File: config.mk
export PLATFORM = sky130hd
export DESIGN_NAME = cfg_xlate
export DESIGN_NICKNAME = d
export VERILOG_FILES = /design/src/rtl/cfgx_pkg.sv /design/src/rtl/cfgx_idsel.sv /design/src/rtl/cfgx_be.sv /design/src/rtl/cfgx_decode.sv /design/src/rtl/cfg_xlate.sv
export SDC_FILE = /design/constraint.sdc
export NUM_CORES = 1
export LEC_CHECK = 0
export BUFFER_PORTS_ARGS = -buffer_cell sky130_fd_sc_hd__buf_2
export CAP_MARGIN = 0
export CORE_MARGIN = 3
export CORE_UTILIZATION = 35
export DETAILED_ROUTE_END_ITERATION = 10
export PLACE_DENSITY_LB_ADDON = 0.1
export SYNTH_ARGS = -nofsm -noshare
export SYNTH_HDL_FRONTEND = slang
export SYNTH_SLANG_ARGS = --single-unit
File: constraint.sdc
create_clock -name clk -period 3.1 [get_ports clk]
set_input_delay 0.155 -clock clk [delete_from_list [all_inputs] [get_ports clk]]
set_output_delay 0.155 -clock clk [all_outputs]
set_load 0.005 [all_outputs]
File: src/rtl/cfgx_pkg.sv
package cfgx_pkg;

    typedef enum logic [1:0] {
        ST_IDLE,
        ST_EXT,
        ST_INT,
        ST_RESP
    } state_e;

    typedef enum logic [2:0] {
        K_PASS,
        K_ADR_WR,
        K_ADR_RD,
        K_EXT,
        K_INT,
        K_NONE
    } kind_e;

    // Writable bits of the stored address dword: enable, bus, device, function, register
    localparam logic [31:0] ADR_KEEP = 32'h80FF_FFFC;

    typedef struct packed {
        state_e      st;
        logic [31:0] adr;
        logic [31:0] addr;
        logic [3:0]  be;
        logic        we;
        logic        t1;
        logic        gfx;
        logic [31:0] wdata;
        logic [31:0] rdata;
        logic        pass;
    } regs_t;

endpackage

File: src/rtl/cfgx_idsel.sv
module cfgx_idsel #(
    parameter int SEL_LSB = 11
) (
    input  logic [4:0]  dev,
    output logic [31:0] line
);
    for (genvar g = 0; g < 32; g++) begin : g_line
        if (g < SEL_LSB) begin : g_low
            assign line[g] = 1'b0;
        end else begin : g_sel
            assign line[g] = (dev == 5'(g - SEL_LSB));
        end
    end
endmodule

File: src/rtl/cfgx_be.sv
module cfgx_be (
    input  logic [1:0] off,
    input  logic [1:0] size,
    output logic [3:0] be
);
    always_comb begin
        case (size)
            2'd0:    be = 4'b0001 << off;
            2'd1:    be = 4'b0011 << off;
            default: be = 4'b1111;
        endcase
    end
endmodule

File: src/rtl/cfgx_decode.sv
module cfgx_decode
    import cfgx_pkg::*;
#(
    parameter int          IO_AW     = 16,
    parameter logic [15:0] ADR_PORT  = 16'h0CF8,
    parameter logic [15:0] DATA_PORT = 16'h0CFC,
    parameter int          SEL_LSB   = 11
) (
    input  logic [IO_AW-1:0] io_addr,
    input  logic [1:0]       io_size,
    input  logic             io_we,
    input  logic [31:0]      adr,
    output kind_e            kind,
    output logic [31:0]      addr,
    output logic             t1,
    output logic             gfx
);
    localparam int MAX_DEV = 31 - SEL_LSB;

    logic [7:0]  bus;
    logic [4:0]  dev;
    logic [31:0] sel;
    logic        hit_adr;
    logic        hit_data;

    assign bus      = adr[23:16];
    assign dev      = adr[15:11];
    assign hit_adr  = (io_addr == ADR_PORT[IO_AW-1:0]);
    assign hit_data = (io_addr[IO_AW-1:2] == DATA_PORT[IO_AW-1:2]);

    cfgx_idsel #(.SEL_LSB(SEL_LSB)) u_idsel (
        .dev  (dev),
        .line (sel)
    );

    always_comb begin
        kind = K_PASS;
        t1   = 1'b0;
        gfx  = 1'b0;
        addr = {21'b0, adr[10:2], 2'b00};
        if (hit_adr) begin
            if (io_size == 2'd2) begin
                kind = io_we ? K_ADR_WR : K_ADR_RD;
            end
        end else if (hit_data && adr[31]) begin
            if (bus != 8'd0) begin
                kind = K_EXT;
                t1   = 1'b1;
                addr = {8'h00, adr[23:2], 2'b01};
            end else if (dev == 5'd0) begin
                kind = K_INT;
            end else if (dev == 5'd1) begin
                kind = K_INT;
                gfx  = 1'b1;
            end else if (32'(dev) > MAX_DEV) begin
                kind = K_NONE;
            end else begin
                kind = K_EXT;
                addr = sel | {21'b0, adr[10:2], 2'b00};
            end
        end
    end
endmodule

File: src/rtl/cfg_xlate.sv
module cfg_xlate
    import cfgx_pkg::*;
#(
    parameter int          IO_AW     = 16,
    parameter logic [15:0] ADR_PORT  = 16'h0CF8,
    parameter logic [15:0] DATA_PORT = 16'h0CFC,
    parameter int          SEL_LSB   = 11
) (
    input  logic             clk,
    input  logic             rst_n,
    input  logic             io_req,
    input  logic             io_we,
    input  logic [IO_AW-1:0] io_addr,
    input  logic [1:0]       io_size,
    input  logic [31:0]      io_wdata,
    output logic             io_ack,
    output logic [31:0]      io_rdata,
    output logic             io_pass,
    output logic             ext_req,
    input  logic             ext_done,
    input  logic [31:0]      ext_rdata,
    output logic             int_req,
    output logic             int_gfx,
    input  logic             int_done,
    input  logic [31:0]      int_rdata,
    output logic             cfg_type1,
    output logic [31:0]      cfg_addr,
    output logic [3:0]       cfg_be,
    output logic             cfg_we,
    output logic [31:0]      cfg_wdata
);
    regs_t       r_d, r_q;
    kind_e       dec_kind;
    logic [31:0] dec_addr;
    logic        dec_t1;
    logic        dec_gfx;
    logic [3:0]  dec_be;

    cfgx_decode #(
        .IO_AW     (IO_AW),
        .ADR_PORT  (ADR_PORT),
        .DATA_PORT (DATA_PORT),
        .SEL_LSB   (SEL_LSB)
    ) u_dec (
        .io_addr (io_addr),
        .io_size (io_size),
        .io_we   (io_we),
        .adr     (r_q.adr),
        .kind    (dec_kind),
        .addr    (dec_addr),
        .t1      (dec_t1),
        .gfx     (dec_gfx)
    );

    cfgx_be u_be (
        .off  (io_addr[1:0]),
        .size (io_size),
        .be   (dec_be)
    );

    always_comb begin
        r_d = r_q;
        case (r_q.st)
            ST_IDLE: begin
                if (io_req) begin
                    r_d.st    = ST_RESP;
                    r_d.pass  = 1'b0;
                    r_d.rdata = 32'h0;
                    case (dec_kind)
                        K_ADR_WR: r_d.adr   = io_wdata & ADR_KEEP;
                        K_ADR_RD: r_d.rdata = r_q.adr;
                        K_NONE:   r_d.rdata = 32'hFFFF_FFFF;
                        K_EXT, K_INT: begin
                            r_d.st    = (dec_kind == K_EXT) ? ST_EXT : ST_INT;
                            r_d.addr  = dec_addr;
                            r_d.be    = dec_be;
                            r_d.we    = io_we;
                            r_d.wdata = io_wdata;
                            r_d.t1    = dec_t1;
                            r_d.gfx   = dec_gfx;
                        end
                        default:  r_d.pass  = 1'b1;
                    endcase
                end
            end
            ST_EXT: begin
                if (ext_done) begin
                    r_d.st    = ST_RESP;
                    r_d.rdata = r_q.we ? 32'h0 : ext_rdata;
                end
            end
            ST_INT: begin
                if (int_done) begin
                    r_d.st    = ST_RESP;
                    r_d.rdata = r_q.we ? 32'h0 : int_rdata;
                end
            end
            default: r_d.st = ST_IDLE;
        endcase
    end

    always_ff @(posedge clk or negedge rst_n) begin
        if (!rst_n) begin
            r_q <= '0;
        end else begin
            r_q <= r_d;
        end
    end

    assign io_ack    = (r_q.st == ST_RESP);
    assign io_rdata  = r_q.rdata;
    assign io_pass   = r_q.pass;
    assign ext_req   = (r_q.st == ST_EXT);
    assign int_req   = (r_q.st == ST_INT);
    assign int_gfx   = r_q.gfx;
    assign cfg_type1 = r_q.t1;
    assign cfg_addr  = r_q.addr;
    assign cfg_be    = r_q.be;
    assign cfg_we    = r_q.we;
    assign cfg_wdata = r_q.wdata;
endmodule

==> impl_summary.md <==
Finish
The finished layout holds approximately 1000 standard cells, fillers aside. Once layout is complete, the utilization of the core stands at 0.4466. With fillers left out, the area of the finished cells amounts to ~0.0081 mm².

The sequential cells in the finished layout cover a total of about 0.0032 mm². The share of layout cells above drive strength 1 is 0.4657. Summing all multi-input logic gate instances after layout gives 0.002446 mm². Counting the fill cells in the layout gives around 1800.

The final layout contains 900 nets. The growth of design area from synthesis to finish is 24.15%. The repair_antennas step left the layout with diodes totalling 0.

Clocking
The number of CTS-inserted buffers is 17. The post-CTS setup buffer count is 0. The clock tree synthesis step divided the H-tree into 4 levels. The clock transition at the registers of the reported paths is roughly 60 ps. For this design, the sink count on the clock tree is roughly 130. TritonCTS built the clock tree. The clock insertion delay at the later pin of the skew report is a little over 400 ps. CTS placed an instance of clkbuf_16 at the clock tree root. The maximum clock path buffer count is 2.

GRT
Global routing finished with a remaining overflow of 0. The initial antenna violation count is 2. The via count of the first global-routing pass is 5254. In the global route stage, overall resource usage came out at 0.1780. The maximum number of pins on one net before global-route repair is around 80. The first global-routing pass estimated 28.27 mm of wire.

Synthesis
In this run the cell area of the synthesized design comes to 0.006529 mm². The synthesized net count is between 700 and 800. The number of enable flip-flop cells after synthesis is 0. After technology mapping, the gate count stands at 623. The flop and latch count out of synthesis is 127.

The share of the synthesized area in the top cell type is 0.4868. The Yosys step of the flow raised 0 warnings. The register area share after synthesis is 0.4868.

Ranked by total cell area, the synthesized netlist is headed by dfrtp_1, mux2_2, buf_4. Counting distinct cell types in the post-synthesis netlist gives 43. Of all flip-flops after synthesis, the portion carrying an async set or reset was 1.000. The largest total area in the synthesized netlist belongs to dfrtp_1. A synthesized cell averages between 10 and 15 µm². The most used flip-flop cell after synthesis is dfrtp_1.

Critical path
The worst setup path is captured at a register. The number of buffers and inverters on the critical path is 1. The critical path is of the register to register type. The length in cells of the worst reg-to-reg path is 6.

The largest single stage delay on the critical path is about 770 ps. The worst register-to-register path ends at cfg_addr[21]. STA puts the critical path data required time at approximately 3400 ps. Walking the worst path, the cells encountered are nor4_1, nand2_1, buf_4, nor4b_1, a21oi_1, o21ai_0.

The endpoint arrival time on the critical path is 2930 ps. The slowest stage of the critical path belongs to the cell nor4b_1. The highest net fanout along the worst path is 15. STA classifies the critical path startpoint as a register. On the critical path the largest part of the delay comes from simple AND/OR/NAND/NOR gates. The startpoint identified for the worst register-to-register timing path is r_q[125]. Tracing the worst setup path back leads to its startpoint at r_q[125]. The reg-to-reg setup timing slack is ~500 ps.

Placement
The weighted congestion reported at the end of routability-driven placement is around 0.85. Prior to clock tree synthesis, the placed netlist has a worst setup slack of about 390 ps. After detailed placement, the total cell area comes to around 0.0072 mm². The detailed placement HPWL is approximately 13 mm. The instance count after placement with tap cells included is 954. Buffers placed on the I/O ports in this run total 225.

Route
Summing over every cut layer, the via total after detailed routing is between 5000 and 6000. The number of remaining DRC errors is 0. For this block, the initial DRC count from the detailed router was between 150 and 200.

Summed over all layers, the routed wires come to 17.85 mm. Using the TritonRoute via totals, the vias-per-cell ratio works out to 4.925. The number of detailed-route iterations in the first pass is 5.

The number of antenna-violating nets in the routed design is 0. The average routed wire per standard cell is 17.55 µm.

Timing
The total count of hold-check failures in the final report was 0. The peak clock frequency supported by timing is 384.1 MHz. At the pin with the least slew margin, the transition time is 910.7 ps. The summed negative setup slack over all endpoints is 0 ps. The final-report max-slew violation count came to 0.

Setup repair after global routing left no endpoint under its margin. Across the routed clock network, the largest skew measured is roughly 6.8 ps. The clock period minus worst slack is 2603 ps. After layout, the worst setup slack is ~500 ps. Of the available clock period, the critical path in the final layout requires 0.8398. The worst max-slew margin expressed relative to the limit is 0.3843. The number of endpoints failing setup at the final stage is 0.

Worst hold path
The count of cells along the worst hold path is 2. The min-delay analysis places its worst path in the category input pin to register. The worst hold path begins at io_wdata[14]. The worst hold path terminates at r_q[118].

Pwr
The share of total power in sequential cells is 0.333. The portion of total power attributed to the clock network is 0.336. The power per cell area is approximately 750 mW/mm². The net switching power figure is 2.090 mW.

The part of the total power dissipated in combinational logic is 0.331. Cell internal power was estimated by the tool at between 4 and 5 mW. For this design the static power due to leakage is approximately 4.2 nW. The fraction of power spent switching nets is 0.3423. The worst IR drop on VDD is between 0.4 and 0.5 mV.

Run
The count of max-cap constraint violations is 0.

Die
The site row count is between 40 and 50. The region available for standard cell placement spans between 0.015 and 0.02 mm². The initial utilization of the core area, before any placement, comes to 0.3598.

The width of the die is approximately 140 µm. The floorplan step set the die height to 142.6 µm. between 200 and 250 I/O pins were placed. The die covers 0.02033 mm².

Outcome
The run finished with clean final reports.
## per-stage QoR
step           total power, mW  hold WS (ps)
2_1_floorplan            3.647        -140.6
3_3_place_gp             4.051         243.9
3_5_place_dp             4.113         248.6
4_1_cts                  6.225         8.690
5_1_grt                  6.537         15.81
6_report                 6.104         19.99
## cell usage after synthesis (4+ instances only)
| cell | number |
|---|---|
| a22oi_1 | 34 |
| dfrtp_1 | 127 |
| a21oi_2 | 20 |
| nand3_1 | 5 |
| nor2_1 | 70 |
| a21oi_1 | 35 |
| buf_2 | 5 |
| o21ai_0 | 26 |
| nor4_1 | 5 |
| nand2_1 | 38 |
| nor3_1 | 4 |
| o22a_1 | 9 |
| buf_4 | 100 |
| mux2_2 | 67 |
| clkbuf_1 | 30 |
| ha_1 | 5 |
| inv_1 | 5 |
## cells in the final DEF, fill, tap and decap left out, types with 2 or more instances in the layout
master,count
a21oi_1,35
a21oi_2,20
a22oi_1,34
buf_2,224
buf_4,13
bufinv_16,3
clkbuf_16,17
clkbuf_8,2
clkinv_2,3
clkinv_4,3
clkinvlp_4,3
dfrtp_1,127
dlygate4sd3_1,31
ha_1,3
ha_2,2
inv_1,5
mux2_2,67
nand2_1,38
nand2b_1,2
nand3_1,5
nand3b_1,2
nand4_1,3
nand4bb_1,3
nor2_1,69
nor2b_1,3
nor3_1,4
nor4_1,5
nor4b_1,2
o21ai_0,26
o22a_1,9
o41ai_1,2
## flip-flops by register name, summed over array words and instances, names as in the netlist
| name | flops |
|---|---|
| io_pass | 1 |
| cfg_wdata | 32 |
| cfg_be | 4 |
| io_rdata | 32 |
| cfg_we | 1 |
| r_q | 25 |
| cfg_addr | 31 |
| int_gfx | 1 |
## power by group through the flow
stage	Clock (mW)	Sequential, mW	Combinational, mW
floorplan	0	2.03	1.61
global placement	0	2.06	1.99
detailed placement	0	2.07	2.05
CTS	2.11	2.04	2.08
global route	2.19	2.07	2.28
finish	2.05	2.03	2.02
## layer usage
metal | up-vias | part of all wire | wire [µm] | global-route usage
met1 | 2452 | 0.43 | 7743 | 0.2195
met5 | - | 0.0015 | 27 | 0
met4 | 4 | 0.014 | 252 | 0.04952
met3 | 21 | 0.060 | 1064 | 0.05074
met2 | 160 | 0.49 | 8762 | 0.3054
li1 | 2372 | - | - | -
## kinds of logic (layout without fill, tap and decap cells)
kind of cell             count (synthesis)  count (layout)  synth area share
AND/OR/NAND/NOR                        145             145            0.1008
buffers and inverters                  142             307            0.1424
AO/OA/AOI/OAI                          135             135            0.1428
flip-flops                             127             127            0.4868
multiplexers                            68              68            0.1171
adder cells (fa/ha/maj)                  5               5          0.009582
other                                    1               1         0.0005744
## final cells by class
class,instances,share of cell area
clock inverter,13,0.02007
tap,229,0.03535
clock buffer,19,0.05588
multi-input combinational,354,0.3018
timing repair buffer,270,0.1925
inverter,5,0.002316
sequential,127,0.3921
## worst max path at each step
stage,to,slack [ps],depth (start not counted)
after floorplan,cfg_addr[0],750,6
after global placement,io_rdata[31],470,6
after detailed placement,io_rdata[2],390,6
after CTS,cfg_addr[21],540,6
after global routing,cfg_addr[21],210,6
final,cfg_addr[21],500,6
## worst register-to-register path, stage by stage, from the launching register on
cell and delay, ps:
dfrtp_1 470, nor4_1 520, nand2_1 160, buf_4 240, nor4b_1 770, a21oi_1 140, o21ai_0 220
## repair_timing
action                                 CTS  global route
hold buffers                            31             0
endpoints found under the hold margin  124             0
resized for setup                        0             0
(Power assumes the default switching activity.)
